[config.mk]
export PLATFORM = sky130hd
export DESIGN_NAME = vector_addr_mapper
export DESIGN_NICKNAME = d
export VERILOG_FILES = /design/src/rtl/vmap_pkg.sv /design/src/rtl/vmap_hash.sv /design/src/rtl/vmap_port_fifo.sv /design/src/rtl/vmap_mod_arbiter.sv /design/src/rtl/vector_addr_mapper.sv
export SDC_FILE = /design/constraint.sdc
export NUM_CORES = 1
export LEC_CHECK = 0
export ABC_AREA = 1
export BUFFER_PORTS_ARGS = -buffer_cell sky130_fd_sc_hd__buf_2
export CORE_UTILIZATION = 65
export CTS_CLUSTER_DIAMETER = 200
export DETAILED_ROUTE_END_ITERATION = 7
export HOLD_SLACK_MARGIN = 0.15
export PLACE_DENSITY = 0.9
export SLEW_MARGIN = 5
export SYNTH_ARGS = -nofsm -noshare
export SYNTH_HDL_FRONTEND = slang
export SYNTH_SLANG_ARGS = --single-unit
[constraint.sdc]
create_clock -name clk -period 12.8 [get_ports clk]
set_clock_uncertainty 0.15 [all_clocks]
set_input_delay 2.56 -clock clk [delete_from_list [all_inputs] [get_ports clk]]
set_output_delay 2.56 -clock clk [all_outputs]
set_load 0.02 [all_outputs]
[src/rtl/vmap_pkg.sv]
// Shared constants and port codes for the vector address mapper.
package vmap_pkg;
    localparam int NPORT = 3;
    localparam int SRC_W = 2;

    typedef enum logic [SRC_W-1:0] {
        SRC_RD0 = 2'd0,
        SRC_RD1 = 2'd1,
        SRC_WR  = 2'd2
    } port_code_e;
endpackage

[src/rtl/vmap_hash.sv]
// Scrambles an element address one-to-one and splits the result into a
// module index (remainder modulo 2^K+1) and an in-module word (drop K bits).
// Assumes ADDR_W is even and larger than K.
module vmap_hash #(
    parameter int ADDR_W = 12,
    parameter int K      = 3,
    localparam int NMOD   = (1 << K) + 1,
    localparam int MOD_W  = $clog2(NMOD),
    localparam int WORD_W = ADDR_W - K,
    localparam int HALF   = ADDR_W / 2
) (
    input  logic [ADDR_W-1:0] addr,
    output logic [MOD_W-1:0]  mod_idx,
    output logic [WORD_W-1:0] word
);
    logic [ADDR_W-1:0] scrambled;

    // Fold the upper half onto the lower half, then split the result.
    always_comb begin
        scrambled = addr ^ (addr >> HALF);
        mod_idx   = MOD_W'(scrambled % ADDR_W'(NMOD));
        word      = scrambled[ADDR_W-1:K];
    end
endmodule

[src/rtl/vmap_port_fifo.sv]
// Small circular buffer that holds one port's deferred requests.
// Assumes the caller never pushes while full and never pops while empty.
module vmap_port_fifo #(
    parameter int W     = 13,
    parameter int DEPTH = 2,
    localparam int PTR_W = (DEPTH > 1) ? $clog2(DEPTH) : 1,
    localparam int CNT_W = $clog2(DEPTH + 1)
) (
    input  logic         clk,
    input  logic         rst_n,
    input  logic         push,
    input  logic [W-1:0] push_data,
    input  logic         pop,
    output logic [W-1:0] head,
    output logic         empty,
    output logic         full
);
    logic [W-1:0]     slots [DEPTH];
    logic [PTR_W-1:0] rd_ptr, wr_ptr;
    logic [CNT_W-1:0] count;

    // Pointer wrap helper for depths that are not powers of two.
    function automatic logic [PTR_W-1:0] nxt(input logic [PTR_W-1:0] p);
        return (p == PTR_W'(DEPTH - 1)) ? '0 : p + 1'b1;
    endfunction

    // Advance pointers and occupancy on push and pop.
    always_ff @(posedge clk) begin
        if (!rst_n) begin
            rd_ptr <= '0;
            wr_ptr <= '0;
            count  <= '0;
        end else begin
            if (push) begin
                slots[wr_ptr] <= push_data;
                wr_ptr        <= nxt(wr_ptr);
            end
            if (pop) rd_ptr <= nxt(rd_ptr);
            if (push && !pop)      count <= count + 1'b1;
            else if (pop && !push) count <= count - 1'b1;
        end
    end

    // Present the oldest entry and the occupancy flags.
    always_comb begin
        head  = slots[rd_ptr];
        empty = (count == '0);
        full  = (count == CNT_W'(DEPTH));
    end

    assert_no_overflow_R9: assert property (@(posedge clk) disable iff (!rst_n)
        push |-> !full);
    assert_no_underflow_R6: assert property (@(posedge clk) disable iff (!rst_n)
        pop |-> !empty);
endmodule

[src/rtl/vmap_mod_arbiter.sv]
// Grants one module to the first matching candidate (index 0 highest) when
// the module is free, and then holds it busy for BUSY_CYC cycles.
// Assumes candidates are already filtered to those that target this module.
module vmap_mod_arbiter #(
    parameter int NCAND    = 6,
    parameter int WORD_W   = 9,
    parameter int SRC_W    = 2,
    parameter int BUSY_CYC = 2,
    localparam int BUSY_W  = $clog2(BUSY_CYC + 1)
) (
    input  logic                          clk,
    input  logic                          rst_n,
    input  logic [NCAND-1:0]              hit,
    input  logic [NCAND-1:0][WORD_W-1:0]  cand_word,
    input  logic [NCAND-1:0][SRC_W-1:0]   cand_src,
    output logic [NCAND-1:0]              grant,
    output logic                          strobe,
    output logic [WORD_W-1:0]             word,
    output logic [SRC_W-1:0]              src
);
    logic [BUSY_W-1:0] busy_cnt;

    // Fixed-priority pick of the lowest-indexed hit while the module is free.
    always_comb begin
        grant  = '0;
        strobe = 1'b0;
        word   = '0;
        src    = '0;
        for (int c = 0; c < NCAND; c++) begin
            if (hit[c] && !strobe && busy_cnt == '0) begin
                grant[c] = 1'b1;
                strobe   = 1'b1;
                word     = cand_word[c];
                src      = cand_src[c];
            end
        end
    end

    // Load the busy window on a grant and count it down.
    always_ff @(posedge clk) begin
        if (!rst_n)               busy_cnt <= '0;
        else if (strobe)          busy_cnt <= BUSY_W'(BUSY_CYC);
        else if (busy_cnt != '0)  busy_cnt <= busy_cnt - 1'b1;
    end

    assert_busy_after_grant_R5: assert property (@(posedge clk) disable iff (!rst_n)
        strobe |=> !strobe);
endmodule

[src/rtl/vector_addr_mapper.sv]
// Top of the mapper: scrambles the three port addresses, buffers requests
// that lose or meet a busy module, and arbitrates each of the 2^K+1 modules.
// Candidate order: buffered rd0, rd1, wr, then new rd0, rd1, wr.
// Assumes a stalled source holds or drops its request itself.
module vector_addr_mapper #(
    parameter int ADDR_W    = 12,
    parameter int K         = 3,
    parameter int BUSY_CYC  = 2,
    parameter int BUF_DEPTH = 2,
    localparam int NMOD   = (1 << K) + 1,
    localparam int MOD_W  = $clog2(NMOD),
    localparam int WORD_W = ADDR_W - K,
    localparam int NP     = vmap_pkg::NPORT,
    localparam int SRC_W  = vmap_pkg::SRC_W,
    localparam int NC     = 2 * NP,
    localparam int ENT_W  = MOD_W + WORD_W
) (
    input  logic                     clk,
    input  logic                     rst_n,
    input  logic                     rd0_valid,
    input  logic [ADDR_W-1:0]        rd0_addr,
    input  logic                     rd1_valid,
    input  logic [ADDR_W-1:0]        rd1_addr,
    input  logic                     wr_valid,
    input  logic [ADDR_W-1:0]        wr_addr,
    output logic [NMOD-1:0]          mod_strobe,
    output logic [NMOD*WORD_W-1:0]   mod_word,
    output logic [NMOD*SRC_W-1:0]    mod_src,
    output logic [NP-1:0]            stall
);
    logic [NP-1:0]              req_v;
    logic [NP-1:0][ADDR_W-1:0]  req_a;
    logic [MOD_W-1:0]           new_mod  [NP];
    logic [WORD_W-1:0]          new_word [NP];
    logic [ENT_W-1:0]           buf_head [NP];
    logic [NP-1:0]              buf_empty, buf_full, buf_push, buf_pop;

    logic [NC-1:0]              cand_v;
    logic [MOD_W-1:0]           cand_mod [NC];
    logic [NC-1:0][WORD_W-1:0]  cand_word;
    logic [NC-1:0][SRC_W-1:0]   cand_src;
    logic [NC-1:0]              hit  [NMOD];
    logic [NC-1:0]              gnt  [NMOD];
    logic [NMOD-1:0]            gnt_col [NC];
    logic [NC-1:0]              cand_taken;

    // Gather the three ports into indexable arrays.
    always_comb begin
        req_v = {wr_valid, rd1_valid, rd0_valid};
        req_a = {wr_addr, rd1_addr, rd0_addr};
    end

    for (genvar p = 0; p < NP; p++) begin : g_port
        vmap_hash #(.ADDR_W(ADDR_W), .K(K)) u_hash (
            .addr    (req_a[p]),
            .mod_idx (new_mod[p]),
            .word    (new_word[p])
        );

        vmap_port_fifo #(.W(ENT_W), .DEPTH(BUF_DEPTH)) u_buf (
            .clk       (clk),
            .rst_n     (rst_n),
            .push      (buf_push[p]),
            .push_data ({new_mod[p], new_word[p]}),
            .pop       (buf_pop[p]),
            .head      (buf_head[p]),
            .empty     (buf_empty[p]),
            .full      (buf_full[p])
        );

        // Pop on a buffered grant; defer or stall a new request that lost.
        always_comb begin
            buf_pop[p]  = cand_taken[p];
            buf_push[p] = req_v[p] && !cand_taken[NP+p] && !buf_full[p];
            stall[p]    = req_v[p] && !cand_taken[NP+p] && buf_full[p];
        end
    end

    // Build the candidate list in priority order.
    always_comb begin
        for (int p = 0; p < NP; p++) begin
            cand_v[p]         = !buf_empty[p];
            cand_mod[p]       = buf_head[p][ENT_W-1:WORD_W];
            cand_word[p]      = buf_head[p][WORD_W-1:0];
            cand_src[p]       = SRC_W'(p);
            cand_v[NP+p]      = req_v[p];
            cand_mod[NP+p]    = new_mod[p];
            cand_word[NP+p]   = new_word[p];
            cand_src[NP+p]    = SRC_W'(p);
        end
    end

    for (genvar m = 0; m < NMOD; m++) begin : g_mod
        // Select the candidates aimed at this module.
        always_comb begin
            for (int c = 0; c < NC; c++)
                hit[m][c] = cand_v[c] && (cand_mod[c] == MOD_W'(m));
        end

        vmap_mod_arbiter #(
            .NCAND(NC), .WORD_W(WORD_W), .SRC_W(SRC_W), .BUSY_CYC(BUSY_CYC)
        ) u_arb (
            .clk       (clk),
            .rst_n     (rst_n),
            .hit       (hit[m]),
            .cand_word (cand_word),
            .cand_src  (cand_src),
            .grant     (gnt[m]),
            .strobe    (mod_strobe[m]),
            .word      (mod_word[m*WORD_W +: WORD_W]),
            .src       (mod_src[m*SRC_W +: SRC_W])
        );
    end

    // Collect, per candidate, which modules granted it.
    always_comb begin
        for (int c = 0; c < NC; c++) begin
            for (int m = 0; m < NMOD; m++) gnt_col[c][m] = gnt[m][c];
            cand_taken[c] = |gnt_col[c];
        end
    end

    for (genvar c = 0; c < NC; c++) begin : g_chk
        assert_single_module_R2: assert property (@(posedge clk) disable iff (!rst_n)
            $onehot0(gnt_col[c]));
    end
endmodule

# After elaboration in Yosys (flattened, before gate mapping)
# Memories as Yosys holds them, arrays and structs flattened. A register that Yosys moved wholly into a read port is not among the register bits.
# Cells that the tools add are included.
# op_classes
add_sub_neg	21
mul	0
div	3
n_lt_le_gt_ge	0
eq_ne	51
shifts	0
mux	243
bitwise_logic	4
n_reduce_logical	282
# ops
cell	n
9-bit 2-to-1 mux	54
1-bit logical AND	168
1-bit 2-to-1 mux	129
2-bit 2-to-1 mux	60
4-bit by 3-bit == test with 1-bit output, second input constant	24
1-bit logical NOT	60
9-bit OR reduction	6
4-bit by 2-bit == test with 1-bit output, second input constant	12
2-bit nonzero test	21
12-bit by 4-bit remainder unit with 12-bit output, second input constant	3
12-bit by 6-bit XOR with 12-bit output	3
4-bit by 1-bit == test with 1-bit output, second input constant	6
4-bit == test, second input constant	6
2-bit logical NOT	12
4-bit logical NOT	6
2-bit by 1-bit subtractor with 2-bit output, second input constant	12
2-bit OR reduction	9
1-bit adder, second input constant	6
2-bit by 1-bit adder with 2-bit output, second input constant	3
2-bit == test, second input constant	3
1-bit NOT	1
# word_totals
regBits	30
latch_bits	0
ramBits	78
romBits	0
input_bits	41
output_inout_bits	111
word_cells	634
memories	3
# memory_table
name	depth	word_bits	rd	rd_clocked_by_memory_dff	write_ports	line_no	rtl
g_port[0].u_buf.slots	2	13	1	1	1	vmap_port_fifo.sv:18	logic [W-1:0] slots [DEPTH];
g_port[1].u_buf.slots	2	13	1	1	1	vmap_port_fifo.sv:18	
g_port[2].u_buf.slots	2	13	1	1	1	vmap_port_fifo.sv:18	

# Logic depth before layout (Yosys ltp)
# logic_depth
ltp_word	33
depth_mapped	69
mapped_depth_nobuf	69

# Cells and area by module
# A second synthesis with hierarchy kept.
# hier_totals
hier_cells	2640
area_unflattened_um2	15944.0
# modules_own_cells
mod	n_inst	cells_each	area_each_um2	seq_area_each_um2
vmap_mod_arbiter	9	175	883.3	40.0
vmap_port_fifo	3	74	1207.4	880.8
vmap_hash at g_port[0].u_hash ...	2	223	1243.7	0.0
vmap_hash at g_port[2].u_hash	1	228	1209.9	0.0
vector_addr_mapper	1	169	674.4	0.0

# Least setup slack after synthesis
# No wires, ideal clock.
# synth_path
path_kind	input port to output port
start	input rd0_addr[7]
end	output stall[0]
t_arrival_ns	7.945
required_time_ns	10.090
path_slack_ns	2.145
path_stages	51
n_path_buf	2
cell_sequence	buf_2 inv_2 nand4_1 nand2_1 nand3_1 nand2_2 nand3_2 nand2_2 nand2_2 nand2_2 nand4_4 nand2_2 nand2_2 nand2_4 nand3_2 nand2_2 nand2_2 nand2_2 [... 15 more ...] nand3_2 nand2_1 nand2_1 inv_1 ha_1 inv_1 nor2_1 nand3_1 nand2_2 nand3_2 nand2_1 nand2_1 nand3_1 nor2_1 buf_2 nor4_1 nand3_1 nor4_1
# synth_lines
item	line_no	rtl
start: declaration	vector_addr_mapper.sv:21	input logic [ADDR_W-1:0] rd0_addr,
end: declaration	vector_addr_mapper.sv:29	output logic [NP-1:0] stall

==> metrics <==
setup TNS 0 ns; routed length on met3 6.23 mm; post-DR vias/cell 6.61; CTS tree built; CTS Buf Count 9; Post-Syn Instances 1881; Synthesis Warnings 0; hold path depth 1; worst-path fanout max 14; max_cap viols 0; worst hold-check path type reg2reg; largest net degree at the start of global routing 23; asr flop ratio synth 0%; reg2reg end g_port[2].u_buf.slots[0][7]; hold endpoint g_mod[6].u_arb.busy_cnt[0]; Rel. slew slack 13.9%; Worst EP required 10.09 ns; top cells by area, synth edfxtp_1, nand2_1, inv_1; PnR worst setup slack 0.609 ns; RSZ-0062 raised after global routing true; Rows 49; Die Y 138 um; Crit path largest cell delay 0.46 ns; status complete, but fails checks; clock-pin transition on the worst setup and hold timing paths 0.08 ns; Core ar. 18000 um^2; violated checks DRC; Crit path arrival time 9.48 ns; Post-synth EDFFs 78; HPWL Detailed 35.7 mm; CP Launch Type input port; commonest cells after routing, fill and taps aside nand2_1, inv_1, nor2_1; number of hold violations in the final report 0; Slew @ Worst Pin 1.29 ns; WL/cell 21.2 um; via count 14700; WL met2 20.4 mm; initial drt markers 2506; WL final 47.0 mm; Routed Antenna Nets 0; wl on met1 16.7 mm; Starting Density 66.8%; fillers 1464; fin crit share 95.2%; Layout Nets 2042; Yosys reg bits 111; Tmin final 12.19 ns; initial antenna violation count 0; Reg2Reg Setup Slack 5.67 ns; Clk Latency, worst-skew pair 0.37 ns; io pins 152; worst r2r path cells 22; global-route wire length before repair 71.2 mm; clk sink count 111; Crit. End Element output port; most common cell after layout, fill and taps aside nand2_1; highest routed layer met4; post-synth top area share 19.5%; Die W 138 um; Hold Startpoint g_mod[6].u_arb.busy_cnt[0]; share of cells above drive strength 1 20.8%; # DRC 5; critical path class in2out; Post-Syn Area 12000 um^2; Synth Net Count 1936; Buffers on Ports 151; top cell type by total area after synthesis edfxtp_1; Worst path slowest cell nor2_2; Slew Limit Fails 0; drt first pass iters 8; Area growth syn-to-layout 10.1%; # hold bufs at CTS 0; Post-Place Worst Slack 0.541 ns; GR Overflow Total 0; register area share after synthesis 25.0%; Placer Congestion 1.12; FMAX 0.0820 GHz; top_reg_cell synth edfxtp_1; synthesized area per cell 6.40 um^2; CP dominant cell by count nand2_1; global-route usage over all layers 47.7%; clk buf depth 2; Root Buffer Master clkbuf_16; Distinct cells, synth 53; die area 19100 um^2; number of global-route vias before repair 13400; Final setup viols 0; H-Tree Depth 3
==> synth_stat cells (9+ instances only) <==
| library cell | count |
|---|---|
| nor2_2 | 9 |
| buf_2 | 22 |
| ha_1 | 14 |
| nor2_1 | 170 |
| a21oi_1 | 97 |
| nand3_2 | 23 |
| nor2_4 | 9 |
| nand4_1 | 61 |
| dfxtp_1 | 33 |
| o22ai_1 | 72 |
| inv_1 | 209 |
| nand3_1 | 105 |
| nand2_2 | 72 |
| edfxtp_1 | 78 |
| o21ai_1 | 21 |
| xnor2_1 | 10 |
| clkbuf_1 | 44 |
| nand2_1 | 475 |
| o21ai_0 | 55 |
| nand2_4 | 9 |
| inv_2 | 42 |
| nor3_1 | 43 |
| xor2_1 | 17 |
| buf_4 | 15 |
| clkinv_1 | 18 |
| o2111ai_1 | 72 |
| or2_2 | 18 |
==> per-layer routing <==
layer	vias to the layer above	GRT usage, %
met5	-	0
met4	0	31.1
met3	364	11.1
met2	1259	74.7
met1	6479	59.0
li1	6579	-
==> area by class of cell <==
type / instances / area (um^2) / area share (%)
inverter: 270 / 1020 / 7.67
timing repair buffer: 178 / 971 / 7.33
tap: 229 / 287 / 2.16
clock inverter: 6 / 55.1 / 0.416
multi-input combinational: 1417 / 7680 / 58.0
sequential: 111 / 3000 / 22.7
clock buffer: 10 / 229 / 1.73
antenna: 1 / 2.50 / 0.0189
==> worst max-delay path by stage <==
stage	endpoint	cells past startpoint	startpoint	slack [ns]
after global routing	mod_word[39]	58	rd0_addr[11]	-0.07
after global placement	stall[2]	56	rd0_addr[11]	0.92
final	stall[1]	62	rd0_addr[11]	0.61
after floorplan	stall[0]	51	rd0_addr[7]	2.14
after CTS	stall[2]	60	rd0_addr[11]	0.53
after detailed placement	stall[2]	60	rd0_addr[11]	0.54
==> through the flow <==
stage	std cells	util, %	instance area, um^2	hold slack (ns)
after global routing	2221	73.5	13200	0.324
final	2222	73.5	13200	0.305
after detailed placement	2196	71.1	12800	0.289
after floorplan	1881	-	12000	0.275
after global placement	2196	71.1	12800	0.281
after CTS	2212	72.7	13100	0.301
==> flip-flops by register name (all words and copies together), names as in the netlist, named ones only <==
register              cells
g_port.u_buf.slots       78
g_port.u_buf.rd_ptr       3
g_port.u_buf.count        6
g_port.u_buf.wr_ptr       3
g_mod.u_arb.busy_cnt     18
==> cell families (layout without fill, tap and decap cells) <==
family / Yosys count / after routing / synth area share, %
mux: 1 / 1 / 0.0832
compound gates: 348 / 348 / 18.5
simple gates: 1026 / 1026 / 41.1
other cells: 0 / 1 / 0
fa+ha+maj: 14 / 14 / 1.46
buf+inv: 353 / 464 / 11.8
xor+xnor: 28 / 28 / 2.10
flops: 111 / 111 / 25.0
==> what timing repair did <==
item	4_1_cts	5_1_grt
gates resized for setup	0	15
setup buffers	0	9
setup endpoints to repair	0	66
==> critical path, delay by kind of cell <==
family | cells | cell delay [ns]
and+or+nand+nor | 47 | 5.04
adders and majority gates | 2 | 0.37
buffers and inverters | 13 | 1.51
Power is not shown: default switching activity piles up to over one toggle a cycle in this logic, so the estimate is an artifact.
